[src/rtl/swcfg_pkg.sv]
package swcfg_pkg;
    localparam logic [7:0] OP_READ     = 8'h03;
    localparam logic [7:0] OP_WRITE    = 8'h02;
    localparam logic [7:0] FAMILY_CODE = 8'h95;
    localparam logic [3:0] CHIP_ID     = 4'h0;
    localparam int         FRAME_BITS  = 24;
    localparam int         CNT_W       = $clog2(FRAME_BITS + 1);

    typedef struct packed {
        logic [CNT_W-1:0] cnt;
        logic [7:0]       sh;
        logic [7:0]       cmd;
        logic [7:0]       addr;
        logic [7:0]       tx;
        logic             miso;
        logic             wr;
        logic [7:0]       wr_addr;
        logic [7:0]       wr_data;
    } frame_st_t;
endpackage

[src/rtl/swcfg_spi_sync.sv]
module swcfg_spi_sync #(
    parameter int STAGES = 2
) (
    input  logic clk,
    input  logic rst_n,
    input  logic sclk_i,
    input  logic cs_n_i,
    input  logic mosi_i,
    output logic sclk_rise_o,
    output logic sclk_fall_o,
    output logic cs_act_o,
    output logic mosi_o
);
    typedef struct packed {
        logic [STAGES-1:0] sclk;
        logic [STAGES-1:0] csn;
        logic [STAGES-1:0] mosi;
        logic              sclk_prev;
    } sync_st_t;

    sync_st_t s_d, s_q;

    always_comb begin
        s_d           = s_q;
        s_d.sclk      = {s_q.sclk[STAGES-2:0], sclk_i};
        s_d.csn       = {s_q.csn[STAGES-2:0], cs_n_i};
        s_d.mosi      = {s_q.mosi[STAGES-2:0], mosi_i};
        s_d.sclk_prev = s_q.sclk[STAGES-1];
    end

    always_ff @(posedge clk or negedge rst_n) begin
        if (!rst_n) begin
            s_q.sclk      <= '0;
            s_q.csn       <= '1;
            s_q.mosi      <= '0;
            s_q.sclk_prev <= 1'b0;
        end else begin
            s_q <= s_d;
        end
    end

    assign sclk_rise_o = s_q.sclk[STAGES-1] & ~s_q.sclk_prev;
    assign sclk_fall_o = ~s_q.sclk[STAGES-1] & s_q.sclk_prev;
    assign cs_act_o    = ~s_q.csn[STAGES-1];
    assign mosi_o      = s_q.mosi[STAGES-1];
endmodule

[src/rtl/swcfg_spi_frame.sv]
module swcfg_spi_frame
    import swcfg_pkg::*;
(
    input  logic       clk,
    input  logic       rst_n,
    input  logic       sclk_rise_i,
    input  logic       sclk_fall_i,
    input  logic       cs_act_i,
    input  logic       mosi_i,
    output logic [7:0] rd_addr_o,
    input  logic [7:0] rd_data_i,
    output logic       wr_en_o,
    output logic [7:0] wr_addr_o,
    output logic [7:0] wr_data_o,
    output logic       miso_o
);
    localparam logic [CNT_W-1:0] LAST_CMD_BIT  = CNT_W'(7);
    localparam logic [CNT_W-1:0] LAST_ADDR_BIT = CNT_W'(15);
    localparam logic [CNT_W-1:0] DATA_START    = CNT_W'(16);
    localparam logic [CNT_W-1:0] LAST_DATA_BIT = CNT_W'(FRAME_BITS - 1);
    localparam logic [CNT_W-1:0] FRAME_END     = CNT_W'(FRAME_BITS);

    frame_st_t f_d, f_q;
    logic [7:0] in_byte;

    assign in_byte   = {f_q.sh[6:0], mosi_i};
    assign rd_addr_o = in_byte;

    always_comb begin
        f_d    = f_q;
        f_d.wr = 1'b0;
        if (!cs_act_i) begin
            f_d.cnt  = '0;
            f_d.sh   = '0;
            f_d.cmd  = '0;
            f_d.tx   = '0;
            f_d.miso = 1'b0;
        end else begin
            if (sclk_rise_i && f_q.cnt != FRAME_END) begin
                f_d.sh  = in_byte;
                f_d.cnt = f_q.cnt + 1'b1;
                if (f_q.cnt == LAST_CMD_BIT) begin
                    f_d.cmd = in_byte;
                end
                if (f_q.cnt == LAST_ADDR_BIT) begin
                    f_d.addr = in_byte;
                    f_d.tx   = (f_q.cmd == OP_READ) ? rd_data_i : 8'h00;
                end
                if (f_q.cnt == LAST_DATA_BIT && f_q.cmd == OP_WRITE) begin
                    f_d.wr      = 1'b1;
                    f_d.wr_addr = f_q.addr;
                    f_d.wr_data = in_byte;
                end
            end
            if (sclk_fall_i && f_q.cnt > DATA_START) begin
                f_d.tx = {f_q.tx[6:0], 1'b0};
            end
            f_d.miso = (f_d.cnt >= DATA_START && f_d.cmd == OP_READ) ? f_d.tx[7] : 1'b0;
        end
    end

    always_ff @(posedge clk or negedge rst_n) begin
        if (!rst_n) begin
            f_q <= '0;
        end else begin
            f_q <= f_d;
        end
    end

    assign wr_en_o   = f_q.wr;
    assign wr_addr_o = f_q.wr_addr;
    assign wr_data_o = f_q.wr_data;
    assign miso_o    = f_q.miso;

    a_r12_cnt_bound: assert property (@(posedge clk) disable iff (!rst_n)
        f_q.cnt <= FRAME_END);

    a_r4_write_on_last_bit: assert property (@(posedge clk) disable iff (!rst_n)
        f_q.wr |-> (f_q.cnt == FRAME_END && $past(f_q.cnt) == LAST_DATA_BIT));

    a_r9_write_needs_select: assert property (@(posedge clk) disable iff (!rst_n)
        f_q.wr |-> $past(cs_act_i));

    a_r10_miso_idle: assert property (@(posedge clk) disable iff (!rst_n)
        !cs_act_i |=> !f_q.miso);

    a_r5_miso_quiet_header: assert property (@(posedge clk) disable iff (!rst_n)
        (f_q.cnt < DATA_START) |-> !f_q.miso);
endmodule

[src/rtl/swcfg_regfile.sv]
module swcfg_regfile
    import swcfg_pkg::*;
#(
    parameter int         NUM_PORTS = 5,
    parameter logic [7:0] BANK_BASE = 8'h10
) (
    input  logic                   clk,
    input  logic                   rst_n,
    input  logic                   wr_en_i,
    input  logic [7:0]             wr_addr_i,
    input  logic [7:0]             wr_data_i,
    input  logic [7:0]             rd_addr_i,
    output logic [7:0]             rd_data_o,
    input  logic [8*NUM_PORTS-1:0] port_status_i,
    output logic                   sw_start_o,
    output logic                   vlan_en_o,
    output logic [NUM_PORTS-1:0]   port_tag_ins_o,
    output logic [NUM_PORTS-1:0]   port_tag_rm_o,
    output logic [NUM_PORTS-1:0]   port_ingress_filt_o,
    output logic [NUM_PORTS-1:0]   port_drop_nonpvid_o
);
    localparam logic [7:0] ID_ADDR    = 8'h00;
    localparam logic [7:0] START_ADDR = 8'h01;
    localparam logic [7:0] GLOB_FIRST = 8'h02;
    localparam int         GLOB_NUM   = 4;
    localparam logic [7:0] GLOB_LAST  = GLOB_FIRST + 8'(GLOB_NUM - 1);
    localparam int         BANK_DEPTH = 16;
    localparam logic [3:0] BANK_FIRST = BANK_BASE[7:4];
    localparam logic [3:0] OFS_TAG    = 4'h0;
    localparam logic [3:0] OFS_FILT   = 4'h2;
    localparam logic [3:0] OFS_STATUS = 4'hE;
    localparam int         VLAN_REG   = 3;

    typedef struct packed {
        logic                                         start;
        logic [GLOB_NUM-1:0][7:0]                     glob;
        logic [NUM_PORTS-1:0][BANK_DEPTH-1:0][7:0]    bank;
    } rf_st_t;

    rf_st_t r_d, r_q;

    function automatic logic in_glob(input logic [7:0] a);
        return (a >= GLOB_FIRST) && (a <= GLOB_LAST);
    endfunction

    function automatic logic [1:0] glob_idx(input logic [7:0] a);
        logic [7:0] diff;
        diff = a - GLOB_FIRST;
        return diff[1:0];
    endfunction

    always_comb begin
        r_d = r_q;
        if (wr_en_i) begin
            if (wr_addr_i == START_ADDR) begin
                r_d.start = wr_data_i[0];
            end else if (in_glob(wr_addr_i)) begin
                r_d.glob[glob_idx(wr_addr_i)] = wr_data_i;
            end
            for (int p = 0; p < NUM_PORTS; p++) begin
                if (wr_addr_i[7:4] == 4'(BANK_FIRST + 4'(p)) && wr_addr_i[3:0] != OFS_STATUS) begin
                    r_d.bank[p][wr_addr_i[3:0]] = wr_data_i;
                end
            end
        end
    end

    always_ff @(posedge clk or negedge rst_n) begin
        if (!rst_n) begin
            r_q <= '0;
        end else begin
            r_q <= r_d;
        end
    end

    always_comb begin
        rd_data_o = 8'h00;
        if (rd_addr_i == ID_ADDR) begin
            rd_data_o = FAMILY_CODE;
        end else if (rd_addr_i == START_ADDR) begin
            rd_data_o = {CHIP_ID, 3'b000, r_q.start};
        end else if (in_glob(rd_addr_i)) begin
            rd_data_o = r_q.glob[glob_idx(rd_addr_i)];
        end
        for (int p = 0; p < NUM_PORTS; p++) begin
            if (rd_addr_i[7:4] == 4'(BANK_FIRST + 4'(p))) begin
                rd_data_o = (rd_addr_i[3:0] == OFS_STATUS) ? port_status_i[p*8 +: 8]
                                                           : r_q.bank[p][rd_addr_i[3:0]];
            end
        end
    end

    assign sw_start_o = r_q.start;
    assign vlan_en_o  = r_q.glob[VLAN_REG][7];

    for (genvar p = 0; p < NUM_PORTS; p++) begin : g_port_out
        assign port_tag_ins_o[p]      = r_q.bank[p][OFS_TAG][2];
        assign port_tag_rm_o[p]       = r_q.bank[p][OFS_TAG][1];
        assign port_ingress_filt_o[p] = r_q.bank[p][OFS_FILT][6];
        assign port_drop_nonpvid_o[p] = r_q.bank[p][OFS_FILT][5];
    end

    a_r3_start_hold: assert property (@(posedge clk) disable iff (!rst_n)
        !wr_en_i |=> $stable(sw_start_o));

    a_r6_vlan_hold: assert property (@(posedge clk) disable iff (!rst_n)
        !wr_en_i |=> $stable(vlan_en_o));
endmodule

[src/rtl/swcfg_spi_slave.sv]
module swcfg_spi_slave
    import swcfg_pkg::*;
#(
    parameter int NUM_PORTS   = 5,
    parameter int SYNC_STAGES = 2
) (
    input  logic                   clk,
    input  logic                   rst_n,
    input  logic                   spi_sclk,
    input  logic                   spi_cs_n,
    input  logic                   spi_mosi,
    output logic                   spi_miso,
    input  logic [8*NUM_PORTS-1:0] port_status,
    output logic                   sw_start,
    output logic                   vlan_en,
    output logic [NUM_PORTS-1:0]   port_tag_ins,
    output logic [NUM_PORTS-1:0]   port_tag_rm,
    output logic [NUM_PORTS-1:0]   port_ingress_filt,
    output logic [NUM_PORTS-1:0]   port_drop_nonpvid
);
    logic       sclk_rise, sclk_fall, cs_act, mosi_s;
    logic [7:0] rd_addr, rd_data, wr_addr, wr_data;
    logic       wr_en;

    swcfg_spi_sync #(.STAGES(SYNC_STAGES)) u_sync (
        .clk         (clk),
        .rst_n       (rst_n),
        .sclk_i      (spi_sclk),
        .cs_n_i      (spi_cs_n),
        .mosi_i      (spi_mosi),
        .sclk_rise_o (sclk_rise),
        .sclk_fall_o (sclk_fall),
        .cs_act_o    (cs_act),
        .mosi_o      (mosi_s)
    );

    swcfg_spi_frame u_frame (
        .clk         (clk),
        .rst_n       (rst_n),
        .sclk_rise_i (sclk_rise),
        .sclk_fall_i (sclk_fall),
        .cs_act_i    (cs_act),
        .mosi_i      (mosi_s),
        .rd_addr_o   (rd_addr),
        .rd_data_i   (rd_data),
        .wr_en_o     (wr_en),
        .wr_addr_o   (wr_addr),
        .wr_data_o   (wr_data),
        .miso_o      (spi_miso)
    );

    swcfg_regfile #(.NUM_PORTS(NUM_PORTS)) u_regs (
        .clk                 (clk),
        .rst_n               (rst_n),
        .wr_en_i             (wr_en),
        .wr_addr_i           (wr_addr),
        .wr_data_i           (wr_data),
        .rd_addr_i           (rd_addr),
        .rd_data_o           (rd_data),
        .port_status_i       (port_status),
        .sw_start_o          (sw_start),
        .vlan_en_o           (vlan_en),
        .port_tag_ins_o      (port_tag_ins),
        .port_tag_rm_o       (port_tag_rm),
        .port_ingress_filt_o (port_ingress_filt),
        .port_drop_nonpvid_o (port_drop_nonpvid)
    );
endmodule

[config.mk]
export PLATFORM = sky130hd
export DESIGN_NAME = swcfg_spi_slave
export DESIGN_NICKNAME = d
export VERILOG_FILES = /design/src/rtl/swcfg_pkg.sv /design/src/rtl/swcfg_spi_sync.sv /design/src/rtl/swcfg_spi_frame.sv /design/src/rtl/swcfg_regfile.sv /design/src/rtl/swcfg_spi_slave.sv
export SDC_FILE = /design/constraint.sdc
export NUM_CORES = 1
export LEC_CHECK = 0
export ABC_AREA = 1
export CAP_MARGIN = 10
export CORE_UTILIZATION = 55
export DETAILED_ROUTE_END_ITERATION = 8
export PLACE_DENSITY_LB_ADDON = 0.2
export SLEW_MARGIN = 20
export SYNTH_ARGS = -nofsm -noshare
export SYNTH_HDL_FRONTEND = slang
export SYNTH_SLANG_ARGS = --single-unit
[constraint.sdc]
create_clock -name clk -period 5.38 [get_ports clk]
set_input_delay 1.614 -clock clk [delete_from_list [all_inputs] [get_ports clk]]
set_output_delay 1.614 -clock clk [all_outputs]
set_load 0.02 [all_outputs]
==> run_results.csv <==
group,metric,value,unit
synth,synth.yosys.seq_area_share,0.5457,
synth,netlist_area,0.03366,sq mm
final_layout,areaGrowthSynthToFinish,8.567,%
setup_path,rr_endpoint,"u_frame.f_q[21]",
floorplanning,initial_core_util,0.5567,
flow_run,drv_cap,0,
global_route,grt_pass1_wl,157600,um
setup_path,critPathMostFrequentCell,"nand2_1",
global_route,use_met1,0.4756,
timing,fin_crit,3.747,ns
global_route,grt_usage,0.3285,
synth,synth-async-reset-ratio,1.000,
synth,synth_seq_cells,734,
synth,synth_edf_count,0,
clock_tree,cts_sinks,734,
synth,synth_most_common_cell,"nand2_1",
floorplanning,core_area,0.06047,sq mm
global_route,grt_pass1_vias,26189,
power_and_ir_drop,power.share.clock,0.468,
detailed_routing,routed_wl,101600,um
setup_path,crit_start,"u_frame.rd_addr_o[1]",
synth,ys_types,44,
clock_tree,ctsHoldBuffers,0,
setup_path,path_class,"flip-flop to flip-flop",
floorplanning,rows,90,
clock_tree,clock_latency,0.64,ns
timing,period_share,0.6964,
timing,slew_violations,0,
floorplanning,dieWidth,249.4,um
setup_path,worst_setup_path_start_kind,"flip-flop",
detailed_routing,ant_nets,0,
setup_path,slowest_stage,"dfrtp_4",
final_layout,antenna_cells,0,
global_route,grtUsageMet3,0.06957,
timing,max_slew_margin,0.1656,
setup_path,worstPathMaxFanout,62,
power_and_ir_drop,swShare,0.2360,
clock_tree,cts_tree,"done",
floorplanning,pin_count,68,
clock_tree,cts_setup_buffers,0,
setup_path,r2r_cells,17,
clock_tree,numCtsBuffers,77,
timing,setup_tns,0,ns
timing,tightest_slew,1.247,ns
power_and_ir_drop,p_per_area,313.8,mW/mm^2
detailed_routing,vias,28169,
min_path,hp-class,"flip-flop to flip-flop",
timing,hold_viol,0,
synth,synth_cells,4118,
outcome,status,"complete, no violations",
global_route,grt_max_degree,142,
synth,yosys-top-cells-area,"dfrtp_1 (54%), nand2_1 (17%), o21ai_0 (10%)",
global_route,busiest_layer,"met2",
final_layout,fin_nets,4027,
synth,syn_area_per_cell,8.175,sq um
detailed_routing,drt-pass1-iter-count,6,
clock_tree,cts_resized,0,
setup_path,reg2reg_slack,1.63,ns
placement,place_congestion,0.9107,
power_and_ir_drop,power.switching,2.707,mW
synth,yosys_warnings,0,
timing,skew,0.02434,ns
power_and_ir_drop,irDropWorstVdd,0.0002480,V
clock_tree,cts_root_buf,"clkbuf_16",
power_and_ir_drop,power_frac_seq,0.483,
synth,yosysTopAreaCell,"dfrtp_1",
power_and_ir_drop,power.internal,8.763,mW
global_route,grtUsageMet2,0.4940,
final_layout,final_layout_size_suffix_gt1_frac,0.05872,
timing,setup_viol,0,
setup_path,arrival,4.26,ns
floorplanning,die_area,0.06220,sq mm
floorplanning,die_h,249.4,um
clock_tree,cts_max_path_buffers,3,
placement,numPortBuffers,67,
setup_path,max_stage_delay,0.79,ns
detailed_routing,vias_per_cell,5.847,
setup_path,end_kind,"flip-flop",
clock_tree,clk_pin_slew_worst_paths,0.06,ns
setup_path,crit_chain,"buf_4 -> buf_4 -> nand3_1 -> nand3_1 -> nand2_1 -> nand3_1 -> o21bai_1 -> nand2_1 -> nand2_1 -> nand2_1 -> nand2_1 -> nand2_1 -> nand2_1 -> nand2_1 -> nand2_1 -> nand2_1 -> nand2_1",
detailed_routing,routedWlPerCell,21.09,um
placement,hpwlAfterDp,62110,um
global_route,antenna_found_initial,0,
synth,synthFlopType,"dfrtp_1",
timing,fmax,266.9,MHz
timing,grt_setup_unrepaired,"false",
setup_path,worstSetupEndpoint,"u_frame.f_q[21]",
synth,synth_top_cell_area_share,0.5441,
detailed_routing,drc,0,
power_and_ir_drop,power.share.combinational,0.049,
timing,hold_slack,0.3478,ns
setup_path,cp.required,5.90,ns
detailed_routing,drt-initial-drc-count,3771,
clock_tree,cts_max_level,3,
global_route,grt-ovfl-total,0,
power_and_ir_drop,leakagePower,16.08,nW
synth,synth_nets,4166,
synth,synthTopCellsByCount,"nand2_1 (1,549), dfrtp_1 (732), o21ai_0 (697)",
setup_path,r2r_start,"u_frame.rd_addr_o[1]",
[flip-flops by register name, indices dropped and copies added, names as in the netlist]
register / count
u_regs.r_q: 651
u_sync.s_d: 4
u_frame.miso_o: 1
u_regs.port_tag_ins_o: 5
u_frame.wr_data_o: 8
u_sync.mosi_o: 1
u_frame.wr_en_o: 1
u_regs.port_ingress_filt_o: 5
u_regs.port_tag_rm_o: 5
u_regs.vlan_en_o: 1
u_regs.sw_start_o: 1
u_regs.port_drop_nonpvid_o: 5
u_frame.f_q: 29
u_frame.rd_addr_o: 7
u_frame.wr_addr_o: 8
u_sync.s_q: 2
[worst max-delay path, delay by kind of cell (launching register included)]
kind | cells | cell delay, ns
compound gates | 1 | 0.12
buf+inv | 2 | 1.39
flops | 1 | 0.79
simple gates | 14 | 1.19
[area by class of cell]
type | instances | area, sq um
Clock buffer | 108 | 2173
Clock inverter | 28 | 340.3
Fill cell | 5438 | 23920
Inverter | 191 | 724.4
Multi-Input combinational cell | 2861 | 12820
Sequential cell | 734 | 18380
Tap cell | 782 | 978.4
Timing Repair Buffer | 114 | 1129
[per-stage QoR]
step	power, mW	setup slack (ns)	std cells	utilization	cell area [sq um]
detailed placement	6.203	1.810	4682	0.5628	34030
floorplan	5.930	2.935	4118	-	33660
global placement	6.202	1.845	4682	0.5627	34030
finish	11.47	1.633	4818	0.6044	36550
global route	11.78	1.445	4818	0.6044	36550
CTS	11.52	1.765	4818	0.6043	36550
[worst min path at each step]
stage / to / depth (start not counted) / start
floorplan: u_sync.mosi_o / 0 / u_sync.s_d[2]
global placement: u_sync.s_d[0] / 0 / u_sync.s_d[6]
detailed placement: u_sync.s_d[0] / 0 / u_sync.s_d[6]
CTS: u_sync.s_d[0] / 0 / u_sync.s_d[6]
global route: u_sync.s_q[4] / 0 / u_sync.s_d[4]
finish: u_sync.s_d[0] / 0 / u_sync.s_d[6]
[power by group through the flow]
stage          clock (mW)  sequential [mW]  combinational, mW
4_1_cts              5.41             5.54              0.568
6_report             5.36             5.54              0.567
3_3_place_gp            0             5.64              0.563
3_5_place_dp            0             5.64              0.564
5_1_grt              5.62             5.54              0.621
2_1_floorplan           0             5.63              0.300
[kinds of logic (layout without fill, tap and decap cells)]
family          Yosys count  in the layout  synth area share
fa+ha+maj                 3              3          0.001115
flops                   734            734            0.5457
buf+inv                 523            441           0.07422
simple gates           2006           2006            0.2411
compound gates          852            852            0.1379
[placed cells by master, fill, tap and decap left out, drive strengths merged, types with 2 or more instances in the layout]
cell / n
nor3: 8
o21bai: 7
clkinvlp: 3
o211ai: 7
o221ai: 70
nor4: 3
o22ai: 12
ha: 3
clkinv: 15
nand3: 264
or2: 9
bufinv: 5
inv: 196
a21oi: 36
nor2: 147
nand2: 1562
clkdlybuf4s50: 66
dfstp: 2
clkbuf: 108
nand4: 11
o21ai: 708
dfrtp: 732
a22oi: 7
buf: 48
[routing by layer]
metal / vias up / part of all wire
met5: - / 0
met4: 0 / 0.032
met3: 234 / 0.095
met2: 1382 / 0.45
met1: 13521 / 0.43
li1: 13032 / -
No activity file was read; power rests on OpenSTA's default activity.
